File: src/rtl/pdl_pkg.sv
package pdl_pkg;
   typedef enum logic [1:0] {
      OVR_NONE = 2'b00,
      OVR_MAX  = 2'b01,
      OVR_MIN  = 2'b10,
      OVR_BAD  = 2'b11
   } ovr_t;
endpackage

File: src/rtl/pdl_ctrl_latch.sv
module pdl_ctrl_latch #(
   parameter int WORD_W = 11
) (
   input  logic              clk,
   input  logic              rst,
   input  logic              hold,
   input  logic [WORD_W-1:0] word_in,
   output logic [WORD_W-1:0] word_out
);
   if (WORD_W < 2) begin : g_bad_width
      $error("pdl_ctrl_latch: WORD_W must be at least 2");
   end

   logic [WORD_W-1:0] stored;

   always_ff @(posedge clk) begin
      if (rst)
         stored <= '0;
      else if (!hold)
         stored <= word_in;
   end

   // transparent while hold is low, frozen copy while high
   assign word_out = hold ? stored : word_in;
endmodule

File: src/rtl/pdl_step_select.sv
module pdl_step_select
   import pdl_pkg::*;
#(
   parameter int CODE_W = 10,
   localparam int STEP_W = CODE_W + 1
) (
   input  logic [CODE_W-1:0] code,
   input  logic              set_min,
   input  logic              set_max,
   output logic [STEP_W-1:0] steps,
   output logic              cfg_err
);
   localparam logic [STEP_W-1:0] TOP_STEP = STEP_W'(1) << CODE_W;

   ovr_t ovr;

   assign ovr = ovr_t'({set_min, set_max});

   always_comb begin
      cfg_err = 1'b0;
      unique case (ovr)
         OVR_NONE: steps = {1'b0, code};
         OVR_MAX:  steps = TOP_STEP;
         OVR_MIN:  steps = '0;
         default: begin
            steps   = '0;
            cfg_err = 1'b1;
         end
      endcase
   end
endmodule

File: src/rtl/pdl_tap_line.sv
module pdl_tap_line #(
   parameter int  MIN_LAT   = 2,
   parameter int  STEP_W    = 11,
   parameter int  MAX_STEPS = 1024,
   parameter bit  REG_SEL   = 1'b1,
   localparam int DEPTH     = MIN_LAT + MAX_STEPS,
   localparam int IDX_W     = $clog2(DEPTH)
) (
   input  logic              clk,
   input  logic              rst,
   input  logic              din,
   input  logic [STEP_W-1:0] steps,
   output logic              dout
);
   if (MIN_LAT < 1) begin : g_bad_lat
      $error("pdl_tap_line: MIN_LAT must be at least 1");
   end
   if (MAX_STEPS < 1) begin : g_bad_steps
      $error("pdl_tap_line: MAX_STEPS must be at least 1");
   end

   logic [DEPTH-1:0]  chain;
   logic [STEP_W-1:0] sel;
   logic [IDX_W-1:0]  idx;

   always_ff @(posedge clk) begin
      if (rst)
         chain <= '0;
      else
         chain <= {chain[DEPTH-2:0], din};
   end

   if (REG_SEL) begin : g_reg_sel
      // step count is applied from the next edge
      always_ff @(posedge clk) begin
         if (rst)
            sel <= '0;
         else
            sel <= steps;
      end
   end else begin : g_comb_sel
      assign sel = steps;
   end

   assign idx  = IDX_W'(MIN_LAT - 1) + IDX_W'(sel);
   assign dout = chain[idx];
endmodule

File: src/rtl/prog_delay_line.sv
module prog_delay_line #(
   parameter int  CODE_W  = 10,
   parameter int  MIN_LAT = 2,
   parameter bit  REG_SEL = 1'b1,
   localparam int WORD_W  = CODE_W + 1,
   localparam int STEP_W  = CODE_W + 1,
   localparam int MAX_STEPS = 1 << CODE_W
) (
   input  logic              clk,
   input  logic              rst,
   input  logic              din,
   input  logic              en_n,
   input  logic [WORD_W-1:0] ctl_word,
   input  logic              ctl_hold,
   input  logic              set_min,
   input  logic              set_max,
   output logic              dout,
   output logic              cascade_ctl,
   output logic              cfg_err
);
   if (CODE_W < 1 || CODE_W > 12) begin : g_bad_code
      $error("prog_delay_line: CODE_W out of range 1..12");
   end

   logic [WORD_W-1:0] held_word;
   logic [STEP_W-1:0] eff_steps;
   logic              gated_in;

   pdl_ctrl_latch #(.WORD_W(WORD_W)) u_latch (
      .clk      (clk),
      .rst      (rst),
      .hold     (ctl_hold),
      .word_in  (ctl_word),
      .word_out (held_word)
   );

   pdl_step_select #(.CODE_W(CODE_W)) u_select (
      .code    (held_word[CODE_W-1:0]),
      .set_min (set_min),
      .set_max (set_max),
      .steps   (eff_steps),
      .cfg_err (cfg_err)
   );

   // disabled input is replaced by low ahead of the delay path
   assign gated_in = din & ~en_n;

   pdl_tap_line #(
      .MIN_LAT   (MIN_LAT),
      .STEP_W    (STEP_W),
      .MAX_STEPS (MAX_STEPS),
      .REG_SEL   (REG_SEL)
   ) u_line (
      .clk   (clk),
      .rst   (rst),
      .din   (gated_in),
      .steps (eff_steps),
      .dout  (dout)
   );

   assign cascade_ctl = held_word[CODE_W];
endmodule

File: config.mk
export PLATFORM = sky130hd
export DESIGN_NAME = prog_delay_line
export DESIGN_NICKNAME = d
export VERILOG_FILES = /design/src/rtl/pdl_pkg.sv /design/src/rtl/pdl_ctrl_latch.sv /design/src/rtl/pdl_step_select.sv /design/src/rtl/pdl_tap_line.sv /design/src/rtl/prog_delay_line.sv
export SDC_FILE = /design/constraint.sdc
export NUM_CORES = 2
export LEC_CHECK = 0
export BUFFER_PORTS_ARGS = -buffer_cell sky130_fd_sc_hd__clkbuf_2
export CAP_MARGIN = 30
export CELL_PAD_IN_SITES_DETAIL_PLACEMENT = 1
export CELL_PAD_IN_SITES_GLOBAL_PLACEMENT = 1
export CORE_UTILIZATION = 40
export DETAILED_ROUTE_END_ITERATION = 16
export GPL_TIMING_DRIVEN = 1
export HOLD_SLACK_MARGIN = 0.03
export MAX_ROUTING_LAYER = met4
export PLACE_DENSITY_LB_ADDON = 0.1
export SLEW_MARGIN = 40
export SYNTH_ARGS = -nofsm -noshare
export SYNTH_HDL_FRONTEND = slang
export SYNTH_SLANG_ARGS = --single-unit
File: constraint.sdc
create_clock -name clk -period 10 [get_ports clk]
set_input_delay 2 -clock clk [delete_from_list [all_inputs] [get_ports clk]]
set_output_delay 2 -clock clk [all_outputs]
set_load 0.01 [all_outputs]
# [Yosys cells after proc, flatten, opt, wreduce, memory -nomap -nowiden]
# Index checks and enable logic that the tools add are counted.
[classes] bitwise_logic=2 addsub=1 n_lt_le_gt_ge=1 eq_ne=2 n_reduce_logical=2 mux=5
[op_table] cell="$pmux 11 s2" count=1
[op_table] cell="$lt 11x12->1 const B" count=1
[op_table] cell="$add 1x11->11 const A" count=1
[op_table] cell="$bmux 1 s11" count=1
[op_table] cell="$mux 11" count=1
[op_table] cell="$reduce_or 3->1" count=1
[op_table] cell="$eq 2x1->1 const B" count=1
[op_table] cell="$eq 2x2->1 const B" count=1
[op_table] cell="$logic_not 2->1" count=1
[op_table] cell="$mux 1" count=2
[op_table] cell="$and 1x1->1" count=1
[op_table] cell="$not 1->1" count=1
[totals] out_inout_bits=3 input_bits=18 ff_bits=1048 wordCells=16

# [Depth between registers and ports, before layout]
[logic_depth] word_depth=3 ltp_mapped=14 ltp_nobuf=9

# [Hierarchy]
# From an unflattened synthesis, not the netlist that was laid out.
[hier_totals] cells_unflattened=2890 area_unflattened_um2=36780.3
[modules_own_cells] mod="pdl_tap_line" instances=1 seq_area_each_um2=20759.9 cells_per_inst=2840 area_per_inst_um2=36105.9
[modules_own_cells] mod="pdl_ctrl_latch" instances=1 seq_area_each_um2=220.2 cells_per_inst=35 area_per_inst_um2=496.7
[modules_own_cells] mod="pdl_step_select" instances=1 seq_area_each_um2=0.0 cells_per_inst=14 area_per_inst_um2=163.9
[modules_own_cells] mod="prog_delay_line" instances=1 seq_area_each_um2=0.0 cells_per_inst=1 area_per_inst_um2=13.8

# [Least setup slack after synthesis]
# OpenSTA, ideal clock, no wires.
[synth_timing] path_kind="reg-to-output" startpoint="reg u_line.sel[1]" endpoint="out dout" arrival_ps=2895 required_time_ps=8000 stages_incl_launch_ff=12 path_buffers=3 setup_slack_ps=5105 cell_sequence="dfxtp_1 > ha_1 > buf_2 > buf_2 > buf_1 > mux4_2 > mux4_2 > nand2_1 > nand3_1 > a31oi_1 > o22ai_1 > a211o_1"
[synth_between] elab_chain_len=3
[synth_rtl] item="start, declared" line="pdl_tap_line.sv:23" text="logic [STEP_W-1:0] sel;"
[synth_rtl] item="start signal, assigned" line="pdl_tap_line.sv:39" text="sel <= steps;"
[synth_rtl] item="$add 1x11->11" line="pdl_tap_line.sv:45" text="assign idx = IDX_W'(MIN_LAT - 1) + IDX_W'(sel);"
[synth_rtl] item="$bmux 1 s11" line="pdl_tap_line.sv:46" text="assign dout = chain[idx];"
[synth_rtl] item="$mux 1 (not written as such)" line="pdl_tap_line.sv:46"
[synth_rtl] item="end, declared" line="prog_delay_line.sv:17" text="output logic dout,"
# No other way between the ends. The select of a mux whose other input is x is not followed.

# [Final worst setup path]
[layout_timing] startpoint="reg u_line.sel[0]" endpoint="out dout"
# The elaborated chain is that of the path after synthesis.

==> results list <==
* Initial DRC Count: 1053
- Row generation in the floorplan step produced 111 rows.
- The longest clock path from root to sink contains 3 buffers.
- For this configuration, the core starts out at a cell density of 0.4048.
- Fraction of synthesis flops using an asynchronous set or reset pin: 0
- For the worst setup path, the data arrival time is 5.25 ns.
* Largest net degree at the start of global routing: roughly 210
* Net total in the final layout: roughly 3000
- Total power: 0.008646 W
* Die W: 306.8 µm
- Reported max-cap violation count: 0
- The largest total area in the synthesized netlist belongs to sky130_fd_sc_hd__dfxtp_1.
* Count of placed standard cells including taps: roughly 4100
* Full die area: 94120 µm²
* Per-instance average area after synthesis: around 12 µm²
- After detailed routing, the number of remaining DRC violations is 0.
- The first global-routing pass estimated 138400 µm of wire.
- Worst-path maximum fanout: 56
* Part of the Yosys area used for sequential elements: 0.5646
* Synth unique cells: roughly 70
- Vias after detailed routing: between 20000 and 25000
- Worst Clk Skew: roughly 0.021 ns
- Post-Synthesis Net Count: ~3000
- Max-Slew Margin vs Limit: 0.4515
* Clock insertion delay at the later pin of the skew report: around 0.68 ns
- Synthesis inferred about 1000 register bits.
* Routed wire per std cell: between 15 and 20 µm
- VDD sags by at most roughly 0.13 mV.
- 21 I/O pins were placed.
* TritonCTS buffer count: 111
- Leftover overflow at the end of global routing: 0
- The die is slightly above 300 µm tall.
* Count of flip-flops with a built-in enable after synthesis: 0
* Most numerous cell in the Yosys netlist: sky130_fd_sc_hd__dfxtp_1
- The Yosys step of the flow raised 0 warnings.
* Reported leakage power: between 15 and 20 nW
- In the final layout, the share of cells above drive strength 1 is 0.1692.
- Most instantiated cells after synthesis: sky130_fd_sc_hd__dfxtp_1 (1048), sky130_fd_sc_hd__nor2b_1 (1028), sky130_fd_sc_hd__mux4_2 (251)
- Cell area after technology mapping: ~37000 µm²
- Setup violators final: 0
- Vias per cell: between 4 and 5
* Number of max-slew violations in the final report: 0
- Routability-driven placement finished with a final weighted congestion of just under 0.8.
* Maximum operating frequency: around 140 MHz
* Pwr/cell area: just over 200 nW/µm²
* Via count of the first global-routing pass: about 24000
* Total of buffers placed on input and output ports: 20
- The core region is around 90000 µm².
* Status: finished clean
- For the pin with the worst max-slew slack, the measured transition is between 0.8 and 0.9 ns.
* Antenna violations before repair: 0
- The number of antenna diodes in the final layout is 0.
- Root buf cell: sky130_fd_sc_hd__clkbuf_16
- Setup repair after global routing missed its margin: no
* Worst Setup Path Type: register to output port
- Data on the critical path is required at its endpoint by around 8.0 ns.
* HPWL after detailed placement: 52590 µm
- For the final routed database, the setup TNS stands at 0 ns.
* Hold-fix buffers at CTS: 0
- The clock drives between 1000 and 1500 sinks.
- Layout area overhead: 14.01%
- Routed WL: 86060 µm
- Count of non-filler cells in the finished layout: between 4000 and 5000
* Clock tree from TritonCTS: yes
- The worst setup path is captured at an output port.
- The number of setup buffers added after CTS is 0.
- Final Hold Fails: 0
- Of the post-synthesis cell area, the dominant cell type holds 0.5646.
- Post-CTS repair changed the size of 0 cells.
- After clock tree synthesis, the clock-pin slew on the worst setup and hold paths is approximately 0.06 ns.
- Minimum clock period after layout: between 7 and 8 ns
- The worst setup path is launched from a register.
- Post-layout utilization of the core: 0.4615
* GR Util All Layers: 0.1909
* Synthesized instance count: approximately 3000
- Worst hold-check path type: register to register
- Period utilisation layout: 0.7252
- Sorting the synthesized cells by area gives the leading types as sky130_fd_sc_hd__dfxtp_1 (56%), sky130_fd_sc_hd__nor2b_1 (17%), sky130_fd_sc_hd__mux4_2 (15%).
* Total number of H-tree levels: 3
* Most frequently used flop master after synthesis: sky130_fd_sc_hd__dfxtp_1
- Number of search-and-repair iterations in the first detailed-routing pass: 5
- The detail route stage leaves a number of antenna-violating nets equal to 0.
-- where the power goes --
group / switching (W) / leakage [nW] / internal [W]
registers: 0.00000605 / 8.44 / 0.00418
clock network: 0.00169 / 1.89 / 0.00256
logic: 0.000152 / 4.89 / 0.0000619
total: 0.00184 / 15.2 / 0.00680
-- state kept, by name, summed over array words and instances, names as in the netlist --
name and flops:
u_line.chain 1026, u_latch.stored 11, u_line.sel 11
-- cell type report --
class                           count  area [µm²]
Clock buffer                      158        3207
Clock inverter                     43       599.3
Fill cell                        9313       49430
Inverter                            8       30.03
Multi-Input combinational cell   1752       15250
Sequential cell                  1048       20980
Tap cell                         1243        1555
Timing Repair Buffer               64       737.0
-- placed cells by master (no fill, tap or decap), drive strengths merged, types with 5 or more instances in the layout --
master | netlist | routed
o2111ai | 12 | 12
and2 | 9 | 9
o211ai | 5 | 5
a22oi | 6 | 6
bufinv | 0 | 13
mux2i | 71 | 71
dfxtp | 1048 | 1048
a32o | 11 | 11
nor4 | 11 | 11
mux2 | 6 | 6
clkinv | 0 | 26
nor3 | 7 | 7
a21oi | 12 | 12
a31oi | 8 | 8
nand4 | 7 | 7
a32oi | 6 | 6
nor2b | 1028 | 1028
clkbuf | 132 | 177
and3 | 12 | 12
nand3 | 59 | 59
buf | 84 | 45
nor2 | 27 | 27
inv | 8 | 11
o21ai | 12 | 12
xnor2 | 9 | 9
mux4 | 251 | 251
nand2 | 134 | 134
-- through the flow --
stage / hold slack (ns) / setup WS, ns / area, µm²
floorplan: 0.4324 / 5.105 / 37160
finish: 0.4502 / 2.748 / 42370
CTS: 0.4452 / 2.543 / 42280
global route: 0.4502 / 2.351 / 42370
detailed placement: 0.4492 / 3.279 / 38470
global placement: 0.4386 / 2.748 / 38200
-- worst paths after layout --
check,start,endpoint,slack (ns),cells after the start
min,u_line.chain[403],u_line.chain[404],0.45,1
min reg2reg,u_line.chain[403],u_line.chain[404],0.45,1
max reg2reg,u_latch.stored[5],u_line.sel[5],8.79,2
max,u_line.sel[0],dout,2.75,12
-- critical path, stage by stage, from the launching register on --
cell and delay, ns:
sky130_fd_sc_hd__dfxtp_4 0.72, sky130_fd_sc_hd__buf_12 0.42, sky130_fd_sc_hd__buf_16 0.39, sky130_fd_sc_hd__buf_4 0.64, sky130_fd_sc_hd__mux4_2 0.36, sky130_fd_sc_hd__inv_1 0.04, sky130_fd_sc_hd__mux4_2 0.52, sky130_fd_sc_hd__a221oi_1 0.33
sky130_fd_sc_hd__nand4_1 0.13, sky130_fd_sc_hd__o211ai_1 0.12, sky130_fd_sc_hd__o311a_1 0.31, sky130_fd_sc_hd__a211o_1 0.30, sky130_fd_sc_hd__clkbuf_2 0.19
-- cell families after synthesis --
logic type / after synthesis / share of synthesized area
flip-flops: 1048 / 0.5646
XOR/XNOR: 13 / 0.004377
buffers and inverters: 224 / 0.02774
AND/OR/NAND/NOR: 1303 / 0.2071
multiplexers: 328 / 0.1731
AO/OA/AOI/OAI: 107 / 0.02283
adder cells (fa/ha/maj): 1 / 0.0003366
-- layer usage --
metal / vias to the layer above / share of wire / track usage
met5: - / 0 / -
met4: 0 / 0.019 / 0.04988
met3: 116 / 0.033 / 0.02950
met2: 269 / 0.46 / 0.2985
met1: 11039 / 0.49 / 0.2585
li1: 10121 / - / -
Power figures use the tool's default switching activity.
